==> config.mk <==
export PLATFORM = sky130hd
export DESIGN_NAME = spi_ra_top
export DESIGN_NICKNAME = d
export VERILOG_FILES = /design/src/rtl/spi_ra_pkg.sv /design/src/rtl/spi_ra_sync.sv /design/src/rtl/spi_ra_frame.sv /design/src/rtl/spi_ra_regfile.sv /design/src/rtl/spi_ra_top.sv
export SDC_FILE = /design/constraint.sdc
export NUM_CORES = 1
export LEC_CHECK = 0
export BUFFER_PORTS_ARGS = -buffer_cell sky130_fd_sc_hd__buf_4
export CAP_MARGIN = 10
export CORE_MARGIN = 4
export CORE_UTILIZATION = 40
export CTS_CLUSTER_DIAMETER = 80
export DETAILED_ROUTE_END_ITERATION = 12
export PLACE_DENSITY = 0.67
export SYNTH_ARGS = -nofsm -noshare
export SYNTH_HDL_FRONTEND = slang
export SYNTH_SLANG_ARGS = --single-unit
==> constraint.sdc <==
create_clock -name clk -period 2.6 [get_ports clk]
set_input_delay 0.26 -clock clk [delete_from_list [all_inputs] [get_ports clk]]
set_output_delay 0.26 -clock clk [all_outputs]
set_load 0.1 [all_outputs]
==> src/rtl/spi_ra_pkg.sv <==
package spi_ra_pkg;

    localparam int unsigned BYTE_W   = 8;
    localparam int unsigned ADDR_W   = 4;
    localparam int unsigned NUM_REGS = 7;
    localparam logic [7:0]  ID_CODE  = 8'h50;
    localparam logic [3:0]  OP_READ  = 4'b1011;
    localparam logic [3:0]  OP_WRITE = 4'b1100;

    // frame phase of the serial controller
    typedef enum logic [2:0] {
        PH_ID   = 3'd0,
        PH_CMD  = 3'd1,
        PH_WR   = 3'd2,
        PH_RD   = 3'd3,
        PH_DROP = 3'd4
    } phase_e;

    // command byte layout: instruction in the upper nibble
    typedef struct packed {
        logic [3:0] op;
        logic [3:0] addr;
    } cmd_t;

    // next pointer value: after the last register go to zero, else count up
    function automatic logic [ADDR_W-1:0] ptr_step(
        input logic [ADDR_W-1:0] cur,
        input logic [ADDR_W-1:0] last
    );
        return (cur == last) ? '0 : cur + 1'b1;
    endfunction

endpackage

==> src/rtl/spi_ra_sync.sv <==
module spi_ra_sync #(
    parameter int unsigned STAGES = 2
) (
    input  logic clk,
    input  logic rst,
    input  logic sck_raw,
    input  logic sdi_raw,
    input  logic cs_n_raw,
    output logic sck_rise,
    output logic sck_fall,
    output logic sdi_s,
    output logic cs_idle
);
    // bit 2 = cs_n, bit 1 = sck, bit 0 = sdi
    localparam logic [2:0] IDLE_VAL = 3'b100;

    logic [STAGES-1:0][2:0] pipe;
    logic                   sck_q;
    logic [2:0]             last_stage;

    assign last_stage = pipe[STAGES-1];

    always_ff @(posedge clk) begin
        if (rst) begin
            for (int s = 0; s < int'(STAGES); s++) begin
                pipe[s] <= IDLE_VAL;
            end
            sck_q <= 1'b0;
        end else begin
            pipe[0] <= {cs_n_raw, sck_raw, sdi_raw};
            for (int s = 1; s < int'(STAGES); s++) begin
                pipe[s] <= pipe[s-1];
            end
            sck_q <= last_stage[1];
        end
    end

    assign sck_rise = last_stage[1] & ~sck_q;
    assign sck_fall = ~last_stage[1] & sck_q;
    assign sdi_s    = last_stage[0];
    assign cs_idle  = last_stage[2];

endmodule

==> src/rtl/spi_ra_frame.sv <==
module spi_ra_frame
    import spi_ra_pkg::*;
#(
    parameter int unsigned    DATA_W = BYTE_W,
    parameter int unsigned    AW     = ADDR_W,
    parameter int unsigned    NREGS  = NUM_REGS,
    parameter logic [7:0]     ID_VAL = ID_CODE
) (
    input  logic              clk,
    input  logic              rst,
    input  logic              sck_rise,
    input  logic              sck_fall,
    input  logic              sdi_s,
    input  logic              cs_idle,
    input  logic [DATA_W-1:0] rd_data,
    output logic [AW-1:0]     rd_addr,
    output logic              wr_en,
    output logic [AW-1:0]     wr_addr,
    output logic [DATA_W-1:0] wr_data,
    output logic              sdo,
    output logic              sdo_en,
    output logic [AW-1:0]     ptr,
    output logic              ptr_adv,
    output phase_e            phase
);
    localparam int unsigned   CNT_W    = $clog2(DATA_W);
    localparam logic [CNT_W-1:0] LAST_BIT = CNT_W'(DATA_W - 1);
    localparam logic [AW-1:0] LAST_REG = AW'(NREGS - 1);

    logic [CNT_W-1:0]  bit_cnt;
    logic [DATA_W-1:0] rx_sh;
    logic [DATA_W-1:0] tx_sh;
    logic              tx_vld;
    logic [DATA_W-1:0] rx_byte;
    logic              byte_done;
    logic              rd_load;
    cmd_t              cmd;

    assign rx_byte   = {rx_sh[DATA_W-2:0], sdi_s};
    assign byte_done = sck_rise && (bit_cnt == LAST_BIT);
    assign cmd       = cmd_t'(rx_byte[7:0]);
    assign rd_load   = sck_fall && (phase == PH_RD) && (bit_cnt == '0);

    // register file write request for a completed data byte
    assign wr_en   = byte_done && (phase == PH_WR) && (ptr <= LAST_REG);
    assign wr_addr = ptr;
    assign wr_data = rx_byte;
    assign rd_addr = ptr;
    assign ptr_adv = (byte_done && (phase == PH_WR)) || rd_load;

    always_ff @(posedge clk) begin
        if (rst || cs_idle) begin
            bit_cnt <= '0;
            rx_sh   <= '0;
            tx_sh   <= '0;
            tx_vld  <= 1'b0;
            ptr     <= '0;
            phase   <= PH_ID;
        end else begin
            if (sck_rise) begin
                rx_sh   <= rx_byte;
                bit_cnt <= bit_cnt + 1'b1;
            end
            if (byte_done) begin
                unique case (phase)
                    PH_ID: begin
                        phase <= (rx_byte == ID_VAL) ? PH_CMD : PH_DROP;
                    end
                    PH_CMD: begin
                        ptr <= cmd.addr;
                        if (cmd.op == OP_WRITE) begin
                            phase <= PH_WR;
                        end else if (cmd.op == OP_READ) begin
                            phase <= PH_RD;
                        end else begin
                            phase <= PH_DROP;
                        end
                    end
                    PH_WR:   ptr <= ptr_step(ptr, LAST_REG);
                    PH_RD:   phase <= PH_RD;
                    default: phase <= PH_DROP;
                endcase
            end
            if (sck_fall && (phase == PH_RD)) begin
                if (bit_cnt == '0) begin
                    tx_sh  <= rd_data;
                    tx_vld <= 1'b1;
                    ptr    <= ptr_step(ptr, LAST_REG);
                end else begin
                    tx_sh  <= {tx_sh[DATA_W-2:0], 1'b0};
                end
            end
        end
    end

    assign sdo_en = tx_vld;
    assign sdo    = tx_vld & tx_sh[DATA_W-1];

endmodule

==> src/rtl/spi_ra_regfile.sv <==
module spi_ra_regfile #(
    parameter int unsigned DATA_W = 8,
    parameter int unsigned AW     = 4,
    parameter int unsigned NREGS  = 7
) (
    input  logic                    clk,
    input  logic                    rst,
    input  logic                    wr_en,
    input  logic [AW-1:0]           wr_addr,
    input  logic [DATA_W-1:0]       wr_data,
    input  logic [AW-1:0]           rd_addr,
    output logic [DATA_W-1:0]       rd_data,
    output logic [NREGS*DATA_W-1:0] regs_flat
);
    logic [DATA_W-1:0] mem [NREGS];

    for (genvar k = 0; k < NREGS; k++) begin : g_reg
        always_ff @(posedge clk) begin
            if (rst) begin
                mem[k] <= '0;
            end else if (wr_en && (wr_addr == AW'(k))) begin
                mem[k] <= wr_data;
            end
        end
        assign regs_flat[k*DATA_W +: DATA_W] = mem[k];
    end

    // unmapped addresses read as zero
    always_comb begin
        rd_data = '0;
        for (int k = 0; k < int'(NREGS); k++) begin
            if (rd_addr == AW'(k)) begin
                rd_data = mem[k];
            end
        end
    end

endmodule

==> src/rtl/spi_ra_top.sv <==
module spi_ra_top
    import spi_ra_pkg::*;
#(
    parameter int unsigned SYNC_STAGES = 2,
    parameter int unsigned DATA_W      = BYTE_W,
    parameter int unsigned AW          = ADDR_W,
    parameter int unsigned NREGS       = NUM_REGS,
    parameter logic [7:0]  ID_VAL      = ID_CODE
) (
    input  logic                    clk,
    input  logic                    rst,
    input  logic                    spi_sck,
    input  logic                    spi_sdi,
    input  logic                    spi_cs_n,
    output logic                    spi_sdo,
    output logic                    spi_sdo_en,
    output logic [NREGS*DATA_W-1:0] regs_flat
);
    logic              sck_rise;
    logic              sck_fall;
    logic              sdi_s;
    logic              cs_idle;
    logic [AW-1:0]     rd_addr;
    logic [DATA_W-1:0] rd_data;
    logic              wr_en;
    logic [AW-1:0]     wr_addr;
    logic [DATA_W-1:0] wr_data;
    logic [AW-1:0]     ptr;
    logic              ptr_adv;
    phase_e            phase;

    spi_ra_sync #(.STAGES(SYNC_STAGES)) u_sync (
        .clk      (clk),
        .rst      (rst),
        .sck_raw  (spi_sck),
        .sdi_raw  (spi_sdi),
        .cs_n_raw (spi_cs_n),
        .sck_rise (sck_rise),
        .sck_fall (sck_fall),
        .sdi_s    (sdi_s),
        .cs_idle  (cs_idle)
    );

    spi_ra_frame #(
        .DATA_W (DATA_W),
        .AW     (AW),
        .NREGS  (NREGS),
        .ID_VAL (ID_VAL)
    ) u_frame (
        .clk      (clk),
        .rst      (rst),
        .sck_rise (sck_rise),
        .sck_fall (sck_fall),
        .sdi_s    (sdi_s),
        .cs_idle  (cs_idle),
        .rd_data  (rd_data),
        .rd_addr  (rd_addr),
        .wr_en    (wr_en),
        .wr_addr  (wr_addr),
        .wr_data  (wr_data),
        .sdo      (spi_sdo),
        .sdo_en   (spi_sdo_en),
        .ptr      (ptr),
        .ptr_adv  (ptr_adv),
        .phase    (phase)
    );

    spi_ra_regfile #(
        .DATA_W (DATA_W),
        .AW     (AW),
        .NREGS  (NREGS)
    ) u_regs (
        .clk       (clk),
        .rst       (rst),
        .wr_en     (wr_en),
        .wr_addr   (wr_addr),
        .wr_data   (wr_data),
        .rd_addr   (rd_addr),
        .rd_data   (rd_data),
        .regs_flat (regs_flat)
    );

endmodule

==> Word level (Yosys, flattened, before mapping) <==
Memories as Yosys holds them, arrays and structs flattened.
Index checks and enable logic that the tools add are counted.
W data, S select, Z words.
{ "word_totals": {"regBits": 33, "ram_bits": 56, "input_bits": 5, "mem_count": 1} }
{ "mem_list": {"columns": ["name", "depth", "word_bits", "rd", "rd_ports_with_merged_regs", "wr", "line", "rtl"], "rows": [
  ["u_regs.mem", 7, 8, 7, 0, 7, "spi_ra_regfile.sv:15", "logic [DATA_W-1:0] mem [NREGS];"]
]} }
{ "classes": {"n_addsub": 2, "order_cmp": 1, "eq_ne": 13, "mux": 47, "bitwise_logic": 13, "n_reduce_logical": 17} }
{ "op_table": {"columns": ["cell", "n"], "rows": [
  ["$mux W8", 15],
  ["$mux W1", 23],
  ["$mux W4", 4],
  ["$eq A4 B3 Y1 const B", 3],
  ["$pmux W3 S4", 1],
  ["$logic_and A1 B1 Y1", 11],
  ["$mux W3", 3],
  ["$eq A4 B2 Y1 const B", 2],
  ["$eq A4 B4 Y1 const B", 2],
  ["$eq A8 B7 Y1 const B", 1],
  ["$pmux W4 S2", 1],
  ["$or A1 B1 Y1", 7],
  ["$eq A3 B2 Y1 const B", 2],
  ["$logic_not A3 Y1", 2],
  ["$add A4 B1 Y4 const B", 1],
  ["$eq A4 B1 Y1 const B", 1],
  ["$le A4 B3 Y1 const B", 1],
  ["$logic_not A4 Y1", 1],
  ["$reduce_and A2 Y1", 2],
  ["$add A3 B1 Y3 const B", 1],
  ["$and A1 B1 Y1", 3],
  ["$eq A3 B1 Y1 const B", 1],
  ["$eq A3 B3 Y1 const B", 1],
  ["$not A1 Y1", 3],
  ["$logic_or A1 B1 Y1", 1]
]} }

==> Logic depth before layout (Yosys ltp) <==
Gate-level depths: netlist of run 1.
{ "depth": {"ltp_word": 10, "ltp_mapped": 8} }

==> Cells and area by module <==
A second synthesis of run 1 with hierarchy kept.
{ "hier_totals": {"hier_cells": 401, "hier_area_um2": 4376.7} }
{ "by_module_without_submodules": {"columns": ["module", "instances", "cells_per_inst", "area_per_inst_um2"], "rows": [
  ["spi_ra_regfile", 1, 243, 2832.7],
  ["spi_ra_frame", 1, 142, 1347.5],
  ["spi_ra_sync", 1, 16, 196.4]
]} }

==> Worst setup path after synthesis of run 1 <==
Ideal clock, no wire load.
{ "synth_timing": {"kind": "reg2reg", "from": "register u_frame.bit_cnt[0]", "to": "memory u_regs.mem[3][0], enable pin", "setup_time_ns": 0.387, "arrival_time_ns": 1.984, "required_ns": 2.213, "slack_ns": 0.230, "path_stages_with_launch": 7, "period_less_slack_ns": 2.370, "cell_sequence": "dfxtp_1 ha_1 ha_1 nand3b_4 or3_1 buf_6 o31ai_1"} }
{ "synth_lines": {"columns": ["item", "line", "rtl"], "rows": [
  ["start: declaration", "spi_ra_frame.sv:30", "logic [CNT_W-1:0] bit_cnt;"],
  ["start signal: assignment", "spi_ra_frame.sv:62", "bit_cnt <= bit_cnt + 1'b1;"],
  ["end: declaration", "spi_ra_regfile.sv:15", null]
]} }

==> results of run 1 <==
[logic make-up after synthesis]
| kind of cell | share of synthesized area (%) |
|---|---|
| AOI/OAI and AO/OA | 12.8 |
| xor gates and xnor gates | 0.400 |
| adders and majority gates | 2.00 |
| buffers and inverters | 3.00 |
| DFF | 53.4 |
| muxes | 1.60 |
| and+or+nand+nor | 26.7 |
[power by group through the flow]
stage | sequential (uW) | clock, uW | combinational [uW]
2_1_floorplan | 1930 | 0 | 42.4
3_5_place_dp | 1610 | 0 | 464
4_1_cts | 1580 | 957 | 464
6_report | 1580 | 941 | 462
3_3_place_gp | 1610 | 0 | 462
5_1_grt | 1590 | 1030 | 474
[registers in the layout (all words and copies together), names as in the netlist]
| signal | flops |
|---|---|
| u_sync.pipe | 3 |
| u_frame.phase | 3 |
| u_frame.bit_cnt | 3 |
| u_regs.mem | 56 |
| u_frame.tx_sh | 8 |
| u_sync.sck_q | 1 |
| u_frame.ptr | 4 |
| u_frame.sdo_en | 1 |
| u_sync.last_stage | 3 |
| u_frame.rx_sh | 7 |
[Yosys cell counts, types with 2 or more instances]
cell       count  area share, %
a2bb2oi_1     11            2.2
a221oi_1       2           0.40
o22ai_1        4           0.57
ha_1           7            2.0
or2_2          4           0.57
o21bai_1       2           0.34
o21ai_0        5           0.57
inv_1          5           0.43
clkbuf_1      20            1.7
nand3b_1       2           0.34
a22o_1         7            1.4
and4_1         3           0.60
nand3_1       13            1.5
and3b_1        3           0.60
a221o_1        8            1.8
and4bb_2       3           0.86
mux2i_1        7            1.6
nor3b_1        9            1.5
dfxtp_1       33             15
a31oi_1        6           0.86
nor2b_1       13            1.9
a211oi_1       7            1.2
a21oi_1       11            1.3
nand2b_1      11            1.6
edfxtp_1      56             38
nor4_4         2           0.97
a2111oi_0      6            1.2
buf_2          3           0.34
o31ai_1        3           0.51
and2_1        64            9.1
and3_1         2           0.29
o211ai_1       2           0.34
nand2_1       35            3.0
nor2_1         9           0.77
[layer usage]
layer  wire length (um)  track usage (%)  share of wire, %
met1               5190             25.1                45
met4                130             4.73               1.1
met5                  0                0                 0
met3                797             4.58               6.9
met2               5440             29.2                47
[final cells by class]
class / instances / area, um^2 / share of cell area, %
inverter: 6 / 22.5 / 0.436
tap: 136 / 170 / 3.29
sequential: 89 / 2340 / 45.3
timing repair buffer: 71 / 533 / 10.3
clock buffer: 14 / 185 / 3.58
clock inverter: 2 / 8.76 / 0.169
multi-input combinational: 276 / 1910 / 36.9
[worst register-to-register path, cell delays in order (launching register included)]
cell,delay [ps]
dfxtp_1,560
ha_1,310
nand3b_4,120
or3_1,530
o31ai_1,320
buf_4,210
[cell usage in the layout, fill, tap and decap left out, types with 3 or more instances in the layout]
cell type	count
clkbuf_1	3
buf_4	71
o22ai_1	4
nand3_1	13
nand2b_1	11
a2111oi_0	6
and2_1	64
nor2_1	9
nand2_1	35
o21ai_0	5
mux2i_1	7
and4_1	3
clkbuf_8	9
ha_1	7
inv_1	5
a221o_1	8
o31ai_1	3
a22o_1	7
a21oi_1	11
a211oi_1	7
dfxtp_1	33
nor2b_1	13
a31oi_1	6
edfxtp_1	56
and4bb_2	3
or2_2	4
and3b_1	3
nor3b_1	9
a2bb2oi_1	11
[per-stage QoR]
step,utilization (%),instances,total power (uW),hold WS (ps)
detailed placement,47.4,578,2080,399
global route,49.2,594,3090,66.8
finish,49.2,594,2980,82.2
floorplan,-,396,1970,364
global placement,47.4,578,2070,397
CTS,49.2,594,3000,73.5
[worst max path at each step]
stage	startpoint	end	cells after the start	slack (ps)
floorplan	u_frame.bit_cnt[0]$_SDFFE_PP0P_	u_regs.mem[3][0]$_SDFFCE_PN0P_	6	230
global placement	u_frame.bit_cnt[2]$_SDFFE_PP0P_	u_regs.mem[5][7]$_SDFFCE_PN0P_	5	350
detailed placement	u_frame.bit_cnt[2]$_SDFFE_PP0P_	u_regs.mem[3][1]$_SDFFCE_PN0P_	5	290
CTS	u_frame.bit_cnt[2]$_SDFFE_PP0P_	u_regs.mem[3][5]$_SDFFCE_PN0P_	5	260
global route	u_frame.bit_cnt[2]$_SDFFE_PP0P_	u_regs.mem[5][6]$_SDFFCE_PN0P_	5	130
finish	u_frame.bit_cnt[2]$_SDFFE_PP0P_	u_regs.mem[3][4]$_SDFFCE_PN0P_	5	260
==> results by group, run 1 <==
Placement
  • HPWL Detailed: roughly 8300 um
  • Place WS: 288 ps
  • Port bufs: 62
  • GPL Wtd Cong: a little under 0.9
  • Post-DP Area: approximately 0.0050 mm^2

STA
  • Setup violators final: 0
  • Fmax: 428 MHz
  • Final Hold Viols: 0
  • Slew margin rel.: ~46%
  • Post-route minimum period: 2340 ps
  • Slew at the pin with the worst max-slew slack: ~810 ps
  • Setup TNS: 0 ps
  • Clock skew: between 6 and 7 ps
  • Final Max Tran Viols: 0
  • Setup WS post-layout: 264 ps
  • RSZ-0062 raised after global routing: false
  • Period utilization: 89.8%

Power
  • Sw Ratio: slightly above 30%
  • Cell Int Power: approximately 2100 uW
  • Combinational power share: 15.5%
  • Clock power share: 31.5%
  • Sw power: 902 uW
  • IR drop worst, VDD: between 0.0003 and 0.0004 V
  • Pwr dens: 577 mW/mm^2
  • Reg power frac: ~53%
  • Leakage power: just under 0.002 uW

Logic synthesis
  • Synth Register Bits: approximately 90
  • Netlist cell types: 52
  • Synthesized area: 0.00438 mm^2
  • Dominant synthesized flop cell: edfxtp_1
  • Number of synthesized flops with an enable pin: 56
  • Syn Nets: 408
  • Seq/Total Area, Yosys: 53.4%
  • Cell count after synthesis: 396
  • Synth warn: 0
  • Asr flop ratio synth: 0%
  • Avg Cell Area, Syn: ~11 um^2

Critical path
  • CP endpoint kind: flip-flop
  • Reg-to-Reg Start: u_frame.bit_cnt[2]$_SDFFE_PP0P_
  • Slowest cell on crit path: dfxtp_1
  • Worst Path Required: 2670 ps
  • Critical Path Max Stage Delay: between 500 and 600 ps
  • Reg2reg path depth: 5
  • Crit path DAT: 2410 ps
  • Startpoint Class: flip-flop
  • CP Class: reg -> reg
  • Crit Path Max Fanout: 12
  • Worst path cell trace: ha_1 > nand3b_4 > or3_1 > o31ai_1 > buf_4
  • CP top delay family: simple AND/OR/NAND/NOR gates
  • WP buf/inv: 1
  • Worst R2R Setup Slack: 260 ps
  • FF-to-FF End: u_regs.mem[3][4]$_SDFFCE_PN0P_

Final layout
  • Fill count: 964
  • ANT cells: 0
  • Post-route cell area: between 0.005 and 0.006 mm^2
  • Nets@finish: 465
  • Share of layout cells above drive strength 1: 21.2%
  • Area Growth Syn to Fin: 18.0%

Floorplanning
  • Die area: approximately 0.013 mm^2
  • Initial Utilization: between 40% and 50%
  • Core Rows: 37
  • DIE WIDTH: 113 um
  • Ports: 63
  • Core Region: 0.0105 mm^2
  • Die Y: between 100 and 150 um

Clock network
  • CTS resizes: 0
  • Sink Count: 89
  • Post-CTS Setup Repair Bufs: 0
  • # hold bufs at CTS: 0
  • Worst-path clk slew: 80 ps
  • Root Buffer: clkbuf_8
  • Skew-Pair Late Insertion Delay: 360 ps
  • H-tree Lvls: 3
  • Bufs on Longest Clock Path: 2
  • CTS tree: done
  • Inserted Clock Buffers: 9

Detailed routing
  • WL per Instance: 19.5 um
  • Initial DRC count: ~250
  • Total Wirelength: roughly 12000 um
  • Vias: 3320
  • DRT antenna net count: 0
  • Drt first pass iters: 4
  • DRC: 0
  • Vias/cell: 5.59

Global routing
  • Total GRT Usage: about 18%
  • Pin count of the biggest net entering global routing: 22
  • Vias in the first global route: 3249
  • Global route overflow: 0
  • Global-route wire length before repair: about 18000 um
  • Initial antenna violation count: 0

Hold path
  • Hold Path End: u_sync.pipe[2]$_SDFF_PP1_
  • Min-delay src: spi_cs_n
  • HP Class: in -> reg
  • Worst hold stages: 2

Status
  • Outcome: finished clean

Run
  • Max-cap violation count: 0
No activity file was read; power rests on OpenSTA's default activity.
==> inputs of run 2 (changes only) <==
--- a/config.mk
+++ b/config.mk
@@ -9,8 +9,10 @@
 export CAP_MARGIN = 10
 export CORE_MARGIN = 4
 export CORE_UTILIZATION = 40
+export CTS_BUF_LIST = sky130_fd_sc_hd__clkbuf_8
 export CTS_CLUSTER_DIAMETER = 80
 export DETAILED_ROUTE_END_ITERATION = 12
+export GPL_TIMING_DRIVEN = 1
 export PLACE_DENSITY = 0.67
 export SYNTH_ARGS = -nofsm -noshare
 export SYNTH_HDL_FRONTEND = slang
==> run 2 against run 1 <==
Against the previous run: register-to-register slack barely moved; sequential share of layout area fell by 0.088 points; largest cell class unchanged; first-iteration DRC count rose by 4.9%; core utilization rose by 0.095 points; critical path depth did not move; sequential power barely moved; cell count did not move.
==> results by group, run 2 (synthesis results as in run 1) <==
Detailed routing
  • DRC: 0
  • Initial DRC count: 257
  • Vias: 3345
  • Vias/cell: around 5.6
  • WL per Instance: 19.5 um
  • DRT antenna net count: 0
  • Total Wirelength: between 10000 and 15000 um
  • Drt first pass iters: 4

Clock network
  • Bufs on Longest Clock Path: 2
  • # hold bufs at CTS: 0
  • Skew-Pair Late Insertion Delay: 360 ps
  • CTS resizes: 0
  • CTS tree: done
  • Inserted Clock Buffers: 9
  • Worst-path clk slew: 80 ps
  • Root Buffer: clkbuf_8
  • Sink Count: 89
  • H-tree Lvls: 3
  • Post-CTS Setup Repair Bufs: 0

Critical path
  • Startpoint Class: flip-flop
  • Crit path DAT: 2400 ps
  • Worst path cell trace: ha_1 > nand3b_4 > or3_1 > o31ai_1 > buf_4
  • Critical Path Max Stage Delay: 550 ps
  • Worst Path Required: 2670 ps
  • CP endpoint kind: flip-flop
  • WP buf/inv: 1
  • CP Class: reg -> reg
  • CP top delay family: simple AND/OR/NAND/NOR gates
  • Slowest cell on crit path: dfxtp_1
  • Reg2reg path depth: 5
  • CP Depth: 5
  • Crit Path Max Fanout: 12

Run
  • Max-cap violation count: 0

Global routing
  • Global-route wire length before repair: 17900 um
  • Global route overflow: 0
  • Total GRT Usage: between 15 and 20%
  • Vias in the first global route: 3249
  • Initial antenna violation count: 0
  • Pin count of the biggest net entering global routing: 22

Placement
  • Port bufs: 62
  • HPWL Detailed: 8260 um
  • GPL Wtd Cong: 0.869
  • Placed insts: 578
  • Place WS: 288 ps

Floorplanning
  • Ports: 63
  • Initial Utilization: 41.7%
  • Core Region: ~0.011 mm^2
  • Die area: 0.0127 mm^2
  • Core Rows: 37
  • Die Y: 113 um
  • DIE WIDTH: between 100 and 150 um

STA
  • Fmax: 429 MHz
  • Setup TNS: 0 ps
  • Period utilization: 89.6%
  • Setup WS post-layout: 271 ps
  • Slew at the pin with the worst max-slew slack: roughly 810 ps
  • Slew margin rel.: 46.0%
  • Final Max Tran Viols: 0
  • Final Hold Viols: 0
  • RSZ-0062 raised after global routing: false
  • Post-route minimum period: 2330 ps
  • Clock skew: 6.88 ps
  • Setup violators final: 0

Power
  • Final Total Pwr: 3050 uW
  • IR drop worst, VDD: 0.000395 V
  • Leakage power: 0.00197 uW
  • Pwr dens: 588 mW/mm^2

Final layout
  • Largest regs: u_regs.mem: 56 flops, u_frame.tx_sh: 8 flops, u_frame.rx_sh: 7 flops
  • Max reg flops: 56
  • ANT cells: 0
  • Area Growth Syn to Fin: 18.2%
  • Most common cell after layout, fill and taps aside: buf_4
  • Share of layout cells above drive strength 1: 21.2%
  • Nets@finish: 465
  • Finished Layout Cells: 594
  • Commonest cells after routing, fill and taps aside: buf_4, and2_1, edfxtp_1, nand2_1, dfxtp_1
  • Biggest register: u_regs.mem

Status
  • Outcome: finished clean

Hold path
  • Worst hold stages: 2
  • HP Class: in -> reg
-- run 2: cell types whose count changed in the layout (fill, tap and decap cells not counted) --
cell | previous run | this run
bufinv_16 | 0 | 2
inv_1 | 5 | 8
clkbuf_16 | 2 | 0
clkbuf_1 | 3 | 0
-- run 2: routing by layer --
layer  GRT usage (%)  part of all wire, %  vias up
met5               0                    0        -
met3            4.58                  7.7       11
met4            4.73                  1.3        0
met2            29.2                   46      114
li1                -                    -     1563
met1            25.1                   44     1657
-- run 2: final timing paths --
kind                                                         to                             from  slack [ps]
worst min register to register  u_sync.last_stage[2]$_SDFF_PP1_        u_sync.pipe[2]$_SDFF_PP1_         420
worst max register to register   u_regs.mem[3][4]$_SDFFCE_PN0P_  u_frame.bit_cnt[2]$_SDFFE_PP0P_         270
worst max-delay path             u_regs.mem[3][4]$_SDFFCE_PN0P_  u_frame.bit_cnt[2]$_SDFFE_PP0P_         270
worst min-delay path                  u_sync.pipe[2]$_SDFF_PP1_                         spi_cs_n          80
-- run 2: final cells by class --
class                   instances  area [um^2]
well taps                     136          170
clock buffers                   9          124
inverters                       6         22.5
fillers                       962         5330
clock inverters                 7         80.1
multi-input cells             276         1910
flip-flops and latches         89         2340
repair buffers                 71          533
-- run 2: power by group --
part           leakage, uW  internal, uW  total (uW)  switching (uW)
registers         0.000804          1540        1580            37.4
clock network     0.000114           527        1000             478
logic              0.00105          77.8         463             385
total              0.00197          2150        3050             900
-- run 2: through the flow --
| step | utilization [%] | instance area (um^2) | hold slack [ps] |
|---|---|---|---|
| final | 49.3 | 5180 | 82.5 |
| after global routing | 49.3 | 5180 | 66.8 |
| after CTS | 49.3 | 5180 | 73.5 |
| after detailed placement | 47.4 | 4980 | 399 |
| after global placement | 47.4 | 4980 | 397 |
| after floorplan | - | 4380 | 364 |
==> inputs of run 3 (changes only) <==
--- a/config.mk
+++ b/config.mk
@@ -5,6 +5,7 @@
 export SDC_FILE = /design/constraint.sdc
 export NUM_CORES = 1
 export LEC_CHECK = 0
+export ABC_AREA = 1
 export BUFFER_PORTS_ARGS = -buffer_cell sky130_fd_sc_hd__buf_4
 export CAP_MARGIN = 10
 export CORE_MARGIN = 4
==> run 3 against run 2 <==
Against the previous run: non-clock buffer count increased by 4; synthesized area is 1.4% lower; synthesized cell count up 31%; cell count increased by 23%; first-iteration DRC count up 3.1%; critical path depth rose by 2; clock-buffer cell count unchanged; total power is 0.67% lower; critical path type unchanged; largest cell class unchanged; highest routed layer unchanged.
==> results by group, run 3 <==
Status
  • Outcome: finished clean

Final layout
  • Nets@finish: 600
  • Commonest cells after routing, fill and taps aside: nand2_1, nor2_1, buf_4, inv_1, edfxtp_1
  • Finished Layout Cells: 729
  • Biggest register: u_regs.mem
  • Most common cell after layout, fill and taps aside: nand2_1
  • Share of layout cells above drive strength 1: a little under a fifth
  • Fin util: 50.2%
  • Largest regs: u_regs.mem: 56 flops, u_frame.tx_sh: 8 flops, u_frame.rx_sh: 7 flops
  • Max reg flops: 56
  • Post-route cell area: around 0.0052 mm^2
  • ANT cells: 0
  • Area Growth Syn to Fin: 21.0%

Floorplanning
  • Die area: 0.0125 mm^2
  • Initial Utilization: ~41%
  • DIE WIDTH: 112 um
  • Die Y: 112 um
  • Core Rows: 37
  • Core Region: 0.0104 mm^2
  • Ports: 63

Logic synthesis
  • Synth warn: 0
  • Syn Nets: 529
  • Synth Register Bits: between 80 and 90
  • Largest area contributor in the netlist: edfxtp_1
  • Dominant synthesized flop cell: edfxtp_1
  • Cell count after synthesis: 517
  • Top cells by count, synth: nand2_1, nor2_1, edfxtp_1, inv_1, a21oi_1
  • Synthesized area: 0.00432 mm^2
  • Number of synthesized flops with an enable pin: 56
  • Synth area leaders: edfxtp_1, dfxtp_1, nand2_1
  • Avg Cell Area, Syn: 8.36 um^2
  • Netlist cell types: 28
  • Top cell type's share of synthesized area: between 30% and 40%
  • Most frequent cell after synthesis: nand2_1
  • Asr flop ratio synth: 0%
  • Seq/Total Area, Yosys: about 54%

STA
  • Slew at the pin with the worst max-slew slack: between 600 and 700 ps
  • Period utilization: 79.5%
  • Setup violators final: 0
  • Final Hold Viols: 0
  • Final Max Tran Viols: 0
  • Slew margin rel.: 54.2%
  • Post-route minimum period: 2070 ps
  • Setup TNS: 0 ps
  • Clock skew: 8.58 ps
  • RSZ-0062 raised after global routing: false
  • Fmax: a little under 500 MHz
  • WHS: 86.3 ps

Placement
  • HPWL Detailed: 7760 um
  • Placed insts: just over 700
  • Post-DP Area: approximately 0.005 mm^2
  • GPL Wtd Cong: 0.807
  • Port bufs: 62

Critical path
  • Crit path DAT: between 2000 and 2500 ps
  • Slowest cell on crit path: dfxtp_1
  • Reg-to-Reg Start: u_sync.last_stage[1]$_SDFF_PP0_
  • CP endpoint kind: flip-flop
  • CP top delay family: simple AND/OR/NAND/NOR gates
  • WP buf/inv: 2
  • Worst path cell trace: nand2_2 > nor2_4 > nand2_4 > nor3_4 > inv_1 > o21ai_0 > buf_4
  • Crit Path Max Fanout: 20
  • CP Class: reg -> reg
  • Worst Path Required: between 2000 and 3000 ps
  • Critical Path Max Stage Delay: 440 ps
  • Startpoint Class: flip-flop
  • Crit path from: u_sync.last_stage[1]$_SDFF_PP0_

Global routing
  • Initial antenna violation count: 0
  • Global route overflow: 0
  • Global-route wire length before repair: roughly 17000 um
  • Vias in the first global route: 3523
  • Total GRT Usage: 17.5%
  • Pin count of the biggest net entering global routing: 26

Hold path
  • Min-delay src: spi_cs_n
  • HP Class: in -> reg

Clock network
  • Worst-path clk slew: 90 ps
  • Sink Count: 89
  • Post-CTS Setup Repair Bufs: 0
  • H-tree Lvls: 3
  • Skew-Pair Late Insertion Delay: 350 ps
  • Root Buffer: clkbuf_8
  • # hold bufs at CTS: 0
  • CTS resizes: 0
  • Bufs on Longest Clock Path: 2
  • CTS tree: done
  • Inserted Clock Buffers: 9

Power
  • Sw Ratio: 26.4%
  • Sw power: 801 uW
  • Leakage power: 0.00223 uW
  • Pwr dens: approximately 580 mW/mm^2
  • Reg power frac: 51.2%
  • Cell Int Power: 2230 uW
  • IR drop worst, VDD: around 0.00028 V
  • Combinational power share: between 10% and 20%
  • Clock power share: 37.4%

Detailed routing
  • Drt first pass iters: 7
  • Total Wirelength: 10900 um
  • DRC: 0
  • Initial DRC count: 265
  • Vias: ~3.7k
  • DRT antenna net count: 0
  • Vias/cell: 5.04
  • WL per Instance: 15.0 um

Run
  • Max-cap violation count: 0
==> run 3: layout make-up <==
type,count,area [um^2]
clock buffers,9,124
clock inverters,7,118
fillers,997,5190
inverters,64,240
multi-input cells,349,1670
flip-flops and latches,89,2340
well taps,136,170
repair buffers,75,563
==> run 3: path summary, 6_finish.rpt <==
check | slack [ps] | end | depth (start not counted)
worst min register to register | 410 | u_sync.last_stage[1]$_SDFF_PP0_ | 2
worst max-delay path | 530 | u_regs.mem[5][3]$_SDFFCE_PN0P_ | 7
worst min-delay path | 90 | u_sync.pipe[2]$_SDFF_PP1_ | 2
worst max register to register | 530 | u_regs.mem[5][3]$_SDFFCE_PN0P_ | 7
==> run 3: metal layers <==
| layer | vias up | track usage (%) | routed length [um] |
|---|---|---|---|
| li1 | 1813 | - | - |
| met1 | 1705 | 23.3 | 4920 |
| met2 | 131 | 29.1 | 5200 |
| met3 | 27 | 2.50 | 551 |
| met4 | 0 | 6.81 | 267 |
| met5 | - | 0 | 0 |
==> run 3: per-stage QoR <==
| step | power (uW) | setup WS, ps |
|---|---|---|
| floorplan | 1850 | 106 |
| global placement | 1930 | 595 |
| detailed placement | 1930 | 538 |
| CTS | 3030 | 514 |
| global route | 3130 | 315 |
| finish | 3030 | 532 |
==> run 3: logic make-up (layout without fill, tap and decap cells) <==
kind of cell               Yosys count  count (layout)  share of synthesized area, %
AOI/OAI and AO/OA                   67              67                          7.93
xor gates and xnor gates             1               1                         0.203
adders and majority gates            7               7                          2.03
buffers and inverters               79             155                          7.12
DFF                                 89              89                          54.2
and+or+nand+nor                    274             274                          28.5
==> run 3: worst register-to-register path, stage by stage, from the launching register on <==
cell and delay [ps]:
dfxtp_1 440, nand2_2 250, nor2_4 210, nand2_4 100
nor3_4 310, inv_1 120, o21ai_0 160, buf_4 200
==> run 3: power by group through the flow <==
stage	Sequential, uW	Clock, uW	Combinational, uW
2_1_floorplan	1800	0	51.7
3_3_place_gp	1580	0	345
3_5_place_dp	1580	0	347
4_1_cts	1550	1130	347
5_1_grt	1560	1210	359
6_report	1550	1130	345
